## config.mk

```make
export PLATFORM = sky130hd
export DESIGN_NAME = alu_inv16
export DESIGN_NICKNAME = d
export VERILOG_FILES = /design/src/rtl/alu_inv16_pkg.sv /design/src/rtl/alu_inv16_decode.sv /design/src/rtl/alu_inv16_shift.sv /design/src/rtl/alu_inv16_exec.sv /design/src/rtl/alu_inv16.sv
export SDC_FILE = /design/constraint.sdc
export NUM_CORES = 1
export LEC_CHECK = 0
export ABC_AREA = 1
export ABC_CLOCK_PERIOD_IN_PS = 900
export BUFFER_PORTS_ARGS = -buffer_cell sky130_fd_sc_hd__buf_2
export CAP_MARGIN = 15
export CORE_AREA = 2 2 86 122
export CTS_BUF_LIST = sky130_fd_sc_hd__clkbuf_8
export CTS_CLUSTER_DIAMETER = 100
export DETAILED_ROUTE_END_ITERATION = 10
export DIE_AREA = 0 0 88 124
export SLEW_MARGIN = 20
export SYNTH_ARGS = -nofsm -noshare
export SYNTH_HDL_FRONTEND = slang
export SYNTH_SLANG_ARGS = --single-unit
```

## constraint.sdc

```tcl
create_clock -name clk_i -period 0.9 [get_ports clk_i]
set_input_delay 0.045 -clock clk_i [delete_from_list [all_inputs] [get_ports clk_i]]
set_output_delay 0.045 -clock clk_i [all_outputs]
set_load 0.005 [all_outputs]
```

## src/rtl/alu_inv16_pkg.sv

```systemverilog
package alu_inv16_pkg;
  localparam int unsigned OPC_W = 5;

  typedef enum logic [2:0] {
    FN_OR, FN_ADD, FN_SUB, FN_AND, FN_XOR, FN_PASS, FN_SHF, FN_NONE
  } fn_e;

  typedef struct packed {
    fn_e  fn;
    logic invert;
    logic non_alu;
  } ctrl_t;
endpackage

```

## src/rtl/alu_inv16_decode.sv

```systemverilog
module alu_inv16_decode
  import alu_inv16_pkg::*;
(
  input  logic [OPC_W-1:0] opcode_i,
  output ctrl_t            ctrl_o
);
  always_comb begin
    ctrl_o.invert = opcode_i[3];
    unique case ({opcode_i[4], opcode_i[2:0]})
      4'b0001: ctrl_o.fn = FN_OR;
      4'b0010: ctrl_o.fn = FN_ADD;
      4'b0011: ctrl_o.fn = FN_SUB;
      4'b0100: ctrl_o.fn = FN_AND;
      4'b0101: ctrl_o.fn = FN_XOR;
      4'b0110: ctrl_o.fn = FN_PASS;
      4'b1101: ctrl_o.fn = FN_SHF;
      default: ctrl_o.fn = FN_NONE;
    endcase
    ctrl_o.non_alu = (ctrl_o.fn == FN_NONE);
  end
endmodule

```

## src/rtl/alu_inv16_shift.sv

```systemverilog
module alu_inv16_shift #(
  parameter int unsigned WIDTH   = 16,
  parameter int unsigned SHAMT_W = $clog2(WIDTH)
) (
  input  logic [WIDTH-1:0]   data_i,
  input  logic [SHAMT_W-1:0] amt_i,
  input  logic               left_i,
  output logic [WIDTH-1:0]   data_o
);
  logic [WIDTH-1:0] stg [SHAMT_W+1];
  assign stg[0] = data_i;

  // log-depth barrel: stage k moves by 2**k
  for (genvar k = 0; k < SHAMT_W; k++) begin : g_stage
    localparam int unsigned DIST = 2 ** k;
    assign stg[k+1] = !amt_i[k] ? stg[k]
                    : left_i    ? (stg[k] << DIST)
                                : (stg[k] >> DIST);
  end

  assign data_o = stg[SHAMT_W];
endmodule

```

## src/rtl/alu_inv16_exec.sv

```systemverilog
module alu_inv16_exec
  import alu_inv16_pkg::*;
#(
  parameter int unsigned WIDTH   = 16,
  parameter int unsigned SHAMT_W = $clog2(WIDTH)
) (
  input  ctrl_t              ctrl_i,
  input  logic [WIDTH-1:0]   a_i,
  input  logic [WIDTH-1:0]   b_i,
  input  logic [SHAMT_W-1:0] amt_i,
  input  logic               left_i,
  output logic [WIDTH-1:0]   res_o,
  output logic               carry_o
);
  logic             is_sub;
  logic [WIDTH-1:0] b_eff, shf, raw;
  logic [WIDTH:0]   sum;

  alu_inv16_shift #(.WIDTH(WIDTH), .SHAMT_W(SHAMT_W)) i_shift (
    .data_i(a_i), .amt_i(amt_i), .left_i(left_i), .data_o(shf)
  );

  // one adder serves ADD and SUB (A + ~B + 1)
  assign is_sub = (ctrl_i.fn == FN_SUB);
  assign b_eff  = is_sub ? ~b_i : b_i;
  assign sum    = {1'b0, a_i} + {1'b0, b_eff} + {{WIDTH{1'b0}}, is_sub};

  always_comb begin
    unique case (ctrl_i.fn)
      FN_OR:   raw = a_i | b_i;
      FN_ADD,
      FN_SUB:  raw = sum[WIDTH-1:0];
      FN_AND:  raw = a_i & b_i;
      FN_XOR:  raw = a_i ^ b_i;
      FN_PASS: raw = b_i;
      FN_SHF:  raw = shf;
      default: raw = '0;
    endcase
    if (ctrl_i.non_alu)     res_o = '0;
    else if (ctrl_i.invert) res_o = ~raw;
    else                    res_o = raw;
    carry_o = (ctrl_i.fn == FN_ADD || is_sub) ? sum[WIDTH] : 1'b0;
  end
endmodule

```

## src/rtl/alu_inv16.sv

```systemverilog
module alu_inv16
  import alu_inv16_pkg::*;
#(
  parameter int unsigned WIDTH   = 16,
  parameter int unsigned SHAMT_W = $clog2(WIDTH)
) (
  input  logic               clk_i,
  input  logic               rst_ni,
  input  logic               in_valid_i,
  input  logic [OPC_W-1:0]   opcode_i,
  input  logic [WIDTH-1:0]   op_a_i,
  input  logic [WIDTH-1:0]   op_b_i,
  input  logic [SHAMT_W-1:0] shamt_i,
  input  logic               shl_i,
  output logic               out_valid_o,
  output logic [WIDTH-1:0]   result_o,
  output logic               zero_o,
  output logic               neg_o,
  output logic               carry_o,
  output logic               non_alu_o
);
  ctrl_t            ctrl;
  logic [WIDTH-1:0] res_d;
  logic             carry_d;

  alu_inv16_decode i_decode (.opcode_i(opcode_i), .ctrl_o(ctrl));

  alu_inv16_exec #(.WIDTH(WIDTH), .SHAMT_W(SHAMT_W)) i_exec (
    .ctrl_i(ctrl), .a_i(op_a_i), .b_i(op_b_i), .amt_i(shamt_i),
    .left_i(shl_i), .res_o(res_d), .carry_o(carry_d)
  );

  always_ff @(posedge clk_i or negedge rst_ni) begin
    if (!rst_ni) begin
      out_valid_o <= 1'b0;
      result_o    <= '0;
      zero_o      <= 1'b0;
      neg_o       <= 1'b0;
      carry_o     <= 1'b0;
      non_alu_o   <= 1'b0;
    end else begin
      out_valid_o <= in_valid_i;
      if (in_valid_i) begin
        result_o  <= res_d;
        zero_o    <= !ctrl.non_alu && (res_d == '0);
        neg_o     <= res_d[WIDTH-1];
        carry_o   <= carry_d;
        non_alu_o <= ctrl.non_alu;
      end
    end
  end
endmodule

```

==> results.txt <==
----------------------------------------------------
[Critical path]
  Maximum fanout along the worst path ... 8
  Length in cells of the worst reg-to-reg path ... 2
  Data required time of the worst path ... 1.09 ns
  Worst R2R End ... non_alu_o$_DFFE_PN0P_
  Type of element capturing the critical path ... flop
  Largest delay share family, worst path ... simple AND/OR/NAND/NOR gates
  Max stage delay on crit path ... 0.25 ns
  Slowest cell on the critical path ... sky130_fd_sc_hd__ha_4
  Critical path launch point type ... primary input
  Data arrival, critical path ... 2.92 ns
  Most repeated library cell on the critical path ... sky130_fd_sc_hd__nand2_1
  Crit path kind ... primary input to flop
  List of cells traversed by the critical path ... buf_8 -> nor2_4 -> nand2_8 -> buf_12 -> xor2_2 -> ha_4 -> nand2_2 -> inv_2 -> a21boi_4 -> nand3_2 -> a21oi_1 -> o21ai_1 -> nand2_1 -> inv_2 -> nand2_1 -> nand2_1 -> nand3_2 -> nand2_1 -> nor2_1 -> nand2_1 -> nor2_1 -> nand3_1 -> nand2_1
  Worst R2R Start ... non_alu_o$_DFFE_PN0P_
  Total buffers and inverters traversed by the critical path ... 4
  Slack of the worst reg-to-reg path ... 0.26 ns

[Routing]
  Number of vias in the routed layout ... 6123
  Routed wire length ... 18710 um
  Number of nets with antenna violations after detailed routing ... 0
  Detail-routed via count per cell ... 5.462
  WL/cell ... 16.69 um
  DRC Markers ... 0
  Pre-antenna DRT Iters ... 5
  Iteration-0 DRC count of the detailed router ... 350

[Clock tree]
  Root buffer cell ... sky130_fd_sc_hd__clkbuf_8
  Clock transition at the registers of the reported paths ... 0.07 ns
  Maximum buffer depth of the clock tree ... 2
  TritonCTS sink count ... 20
  CTS tree ... built
  Number of buffers created by CTS ... 3
  # H-tree levels ... 1
  Clock latency on the worst-skew pair ... 0.25 ns

[Timing]
  Maximum frequency from static timing analysis ... 366.2 MHz
  Min Tclk post-route ... 2.731 ns
  Remaining max-slew budget at the tightest pin ... 72.07%
  Setup repair after global routing missed its margin ... true
  Post-route worst hold slack ... 0.07183 ns
  Final count of hold timing violations ... 0
  Max-slew violations ... 0
  Final-report setup violation count ... 19
  Crit path setup slack, layout ... -1.831 ns
  Transition time of the tightest slew-check pin ... 0.4189 ns
  Tcrit/Tclk final ... 303.4%
  Max Clock Skew ... 0 ns

[Final layout]
  Post-layout net count ... 1083
  Area growth from synthesis to layout ... 69.30%
  Post-layout instance count excluding filler cells ... 1121
  Layout cells sized above 1 ... 46.86%
  Share of the core filled with cells in the final layout ... 75.40%
  Number of inserted diodes ... 0

[Job]
  Max-capacitance violation count ... 0

[Synthesis]
  Gate count after technology mapping ... 741
  Predominant post-synthesis flop cell ... sky130_fd_sc_hd__dfrtp_1
  Fraction of the mapped netlist area in compound gates ... 13.94%
  Number of register bits inferred by synthesis ... 20
  Most common cell in the synthesized netlist ... sky130_fd_sc_hd__nand2_1
  Number of distinct library cell variants in the gate-level netlist after synthesis ... 43
  Number of enable-type register cells in the synthesized netlist ... 0
  Top post-synthesis cells by count ... 257 x sky130_fd_sc_hd__nand2_1, 105 x sky130_fd_sc_hd__nand3_1, 64 x sky130_fd_sc_hd__inv_1
  Number of synthesis warnings ... 0
  Synthesized netlist net count ... 837
  Average footprint of a synthesized cell ... 5.852 sq um
  Library cell occupying the most area in the post-synthesis netlist ... sky130_fd_sc_hd__nand2_1
  Simple logic cell fraction of the synthesized area ... 46.28%
  Mux share of post-synthesis cell area ... 0%
  Fraction of post-synthesis cell area in the top cell type by area ... 22.24%
  Sequential element share of the synthesized area ... 11.54%
  Share of flip-flops with an asynchronous set or reset ... 100.0%
  Area share of fa/ha/maj cells after synthesis ... 14.89%
  Most area-consuming cells after synthesis ... sky130_fd_sc_hd__nand2_1 22%, sky130_fd_sc_hd__ha_1 14%, sky130_fd_sc_hd__nand3_1 12%
  Area of the mapped netlist ... 4337 sq um
  Combinational family with the most area after synthesis ... simple AND/OR/NAND/NOR gates
  Fraction of synthesized cell area in xor and xnor cells ... 3.231%

[Hold path]
  Capture endpoint of the worst hold path ... zero_o$_DFFE_PN0P_
  Worst min-delay path category ... primary input to flop
  WHS Path Cells ... 3
  Hold path startpoint ... in_valid_i

[Global route]
  Overall fraction of global-route tracks in use ... 32.96%
  Largest net degree at the start of global routing ... 38
  Via count of the first global-routing pass ... 6036
  First-pass GRT wire length ... 28440 um
  Aggregate global routing overflow ... 0
  Antenna violations before repair ... 0

[Outcome]
  Outcome ... finished, violations left
  Violations in the final reports ... setup timing

[Placement]
  Gpl congestion ... 0.9717
  Cell count after placement ... 1088
  Total of buffers placed on input and output ports ... 65
  Minimum setup slack after placement ... -1.829 ns
  Half-perimeter wire length after detailed placement ... 14000 um

[Die]
  Core Region ... 9738 sq um
  Cell row count ... 43
  Die Width ... 88 um
  Die Footprint ... 10910 sq um
  Initial standard-cell utilization of the core ... 44.53%
  Chip Height ... 124 um
  Number of ports placed on the die boundary ... 66

[Power]
  Pwr Density ... 840.7 nW/um^2
  Static leakage ... 3.827 nW
  Worst supply voltage drop on vdd ... 0.5458 mV

----------------------------------------------------
-- layer usage --
layer / track usage, % / vias to the layer above / share of wire [%]
met2: 62.17 / 238 / 52
met5: 0 / - / 0
met3: 2.651 / 77 / 4.2
li1: - / 2963 / -
met4: 17.21 / 0 / 5.7
met1: 35.76 / 2845 / 38
-- worst max-delay path by stage --
stage | cells after the start | endpoint | from | slack, ns
3_5_place_dp | 22 | zero_o$_DFFE_PN0P_ | opcode_i[4] | -1.83
6_report | 23 | zero_o$_DFFE_PN0P_ | opcode_i[4] | -1.83
5_1_grt | 23 | zero_o$_DFFE_PN0P_ | opcode_i[4] | -1.89
4_1_cts | 23 | zero_o$_DFFE_PN0P_ | opcode_i[2] | -1.46
3_3_place_gp | 20 | zero_o$_DFFE_PN0P_ | opcode_i[4] | -1.81
2_1_floorplan | 22 | zero_o$_DFFE_PN0P_ | opcode_i[4] | -1.32
-- tightest hold or removal path: stages --
cell and delay, ns:
sky130_fd_sc_hd__buf_2 0.11, sky130_fd_sc_hd__nand3_1 0.07, sky130_fd_sc_hd__nand2_1 0.07
-- repair_timing --
action / in CTS / in global routing
hold buffers: 2 / 0
buffers inserted: 21 / 8
setup endpoints to repair: 19 / 19
gates resized for setup: 110 / 114
pin swaps: 58 / 64
endpoints found under the hold margin: 21 / 0
cloned: 2 / 0
-- sequential cells by signal (all words and copies together) (netlist names) --
name and count:
carry_o 1, non_alu_o 1, result_o 16, out_valid_o 1, zero_o 1
-- logic make-up after synthesis --
logic type      Yosys count
compound gates          106
xor+xnor                 16
fa+ha+maj                51
buf+inv                 100
flops                    20
simple gates            448
-- stage by stage --
step	cell area [sq um]	setup TNS (ns)	total power, W
global route	7342	-25.82	0.006571
finish	7342	-23.97	0.006172
floorplan	4447	-17.92	0.002798
CTS	6818	-21.98	0.005625
detailed placement	6162	-28.00	0.004330
global placement	6162	-27.12	0.004275
-- where the power goes --
group	total, W	internal, W	switching (W)
sequential	0.00104	0.000995	0.0000489
clock	0.000867	0.000593	0.000274
combinational	0.00426	0.00193	0.00233
total	0.00617	0.00352	0.00265
-- cell usage in the layout, fill, tap and decap left out, types with 5 or more instances in the layout --
| cell type | netlist | routed |
|---|---|---|
| sky130_fd_sc_hd__inv_1 | 64 | 45 |
| sky130_fd_sc_hd__nor2_4 | 2 | 10 |
| sky130_fd_sc_hd__buf_2 | 10 | 60 |
| sky130_fd_sc_hd__nand4_1 | 19 | 19 |
| sky130_fd_sc_hd__a21oi_1 | 29 | 12 |
| sky130_fd_sc_hd__a21oi_2 | 1 | 15 |
| sky130_fd_sc_hd__dfrtp_1 | 20 | 20 |
| sky130_fd_sc_hd__o21ai_0 | 47 | 15 |
| sky130_fd_sc_hd__a211oi_1 | 9 | 7 |
| sky130_fd_sc_hd__ha_4 | 0 | 7 |
| sky130_fd_sc_hd__xor2_1 | 15 | 9 |
| sky130_fd_sc_hd__nor2_1 | 37 | 28 |
| sky130_fd_sc_hd__nor2_2 | 4 | 5 |
| sky130_fd_sc_hd__o21ai_1 | 3 | 19 |
| sky130_fd_sc_hd__o21ai_2 | 1 | 15 |
| sky130_fd_sc_hd__inv_4 | 2 | 5 |
| sky130_fd_sc_hd__nand3_1 | 105 | 63 |
| sky130_fd_sc_hd__xor2_2 | 0 | 5 |
| sky130_fd_sc_hd__buf_12 | 0 | 10 |
| sky130_fd_sc_hd__nand2_1 | 257 | 225 |
| sky130_fd_sc_hd__nand3_2 | 13 | 49 |
| sky130_fd_sc_hd__buf_4 | 4 | 178 |
| sky130_fd_sc_hd__buf_6 | 4 | 13 |
| sky130_fd_sc_hd__inv_2 | 5 | 18 |
| sky130_fd_sc_hd__nand2_2 | 3 | 28 |
| sky130_fd_sc_hd__nand3_4 | 0 | 6 |
| sky130_fd_sc_hd__ha_1 | 50 | 41 |
| sky130_fd_sc_hd__nand2_4 | 1 | 7 |
-- final cells by class --
| cell class | count | area (sq um) |
|---|---|---|
| multi-input cells | 621 | 4227 |
| fillers | 712 | 2396 |
| repair buffers | 266 | 2053 |
| flip-flops and latches | 20 | 500.5 |
| inverters | 74 | 312.8 |
| well taps | 135 | 168.9 |
| clock buffers | 3 | 41.29 |
| clock inverters | 1 | 30.03 |
| repair inverters | 1 | 8.758 |
Power figures use the tool's default switching activity.
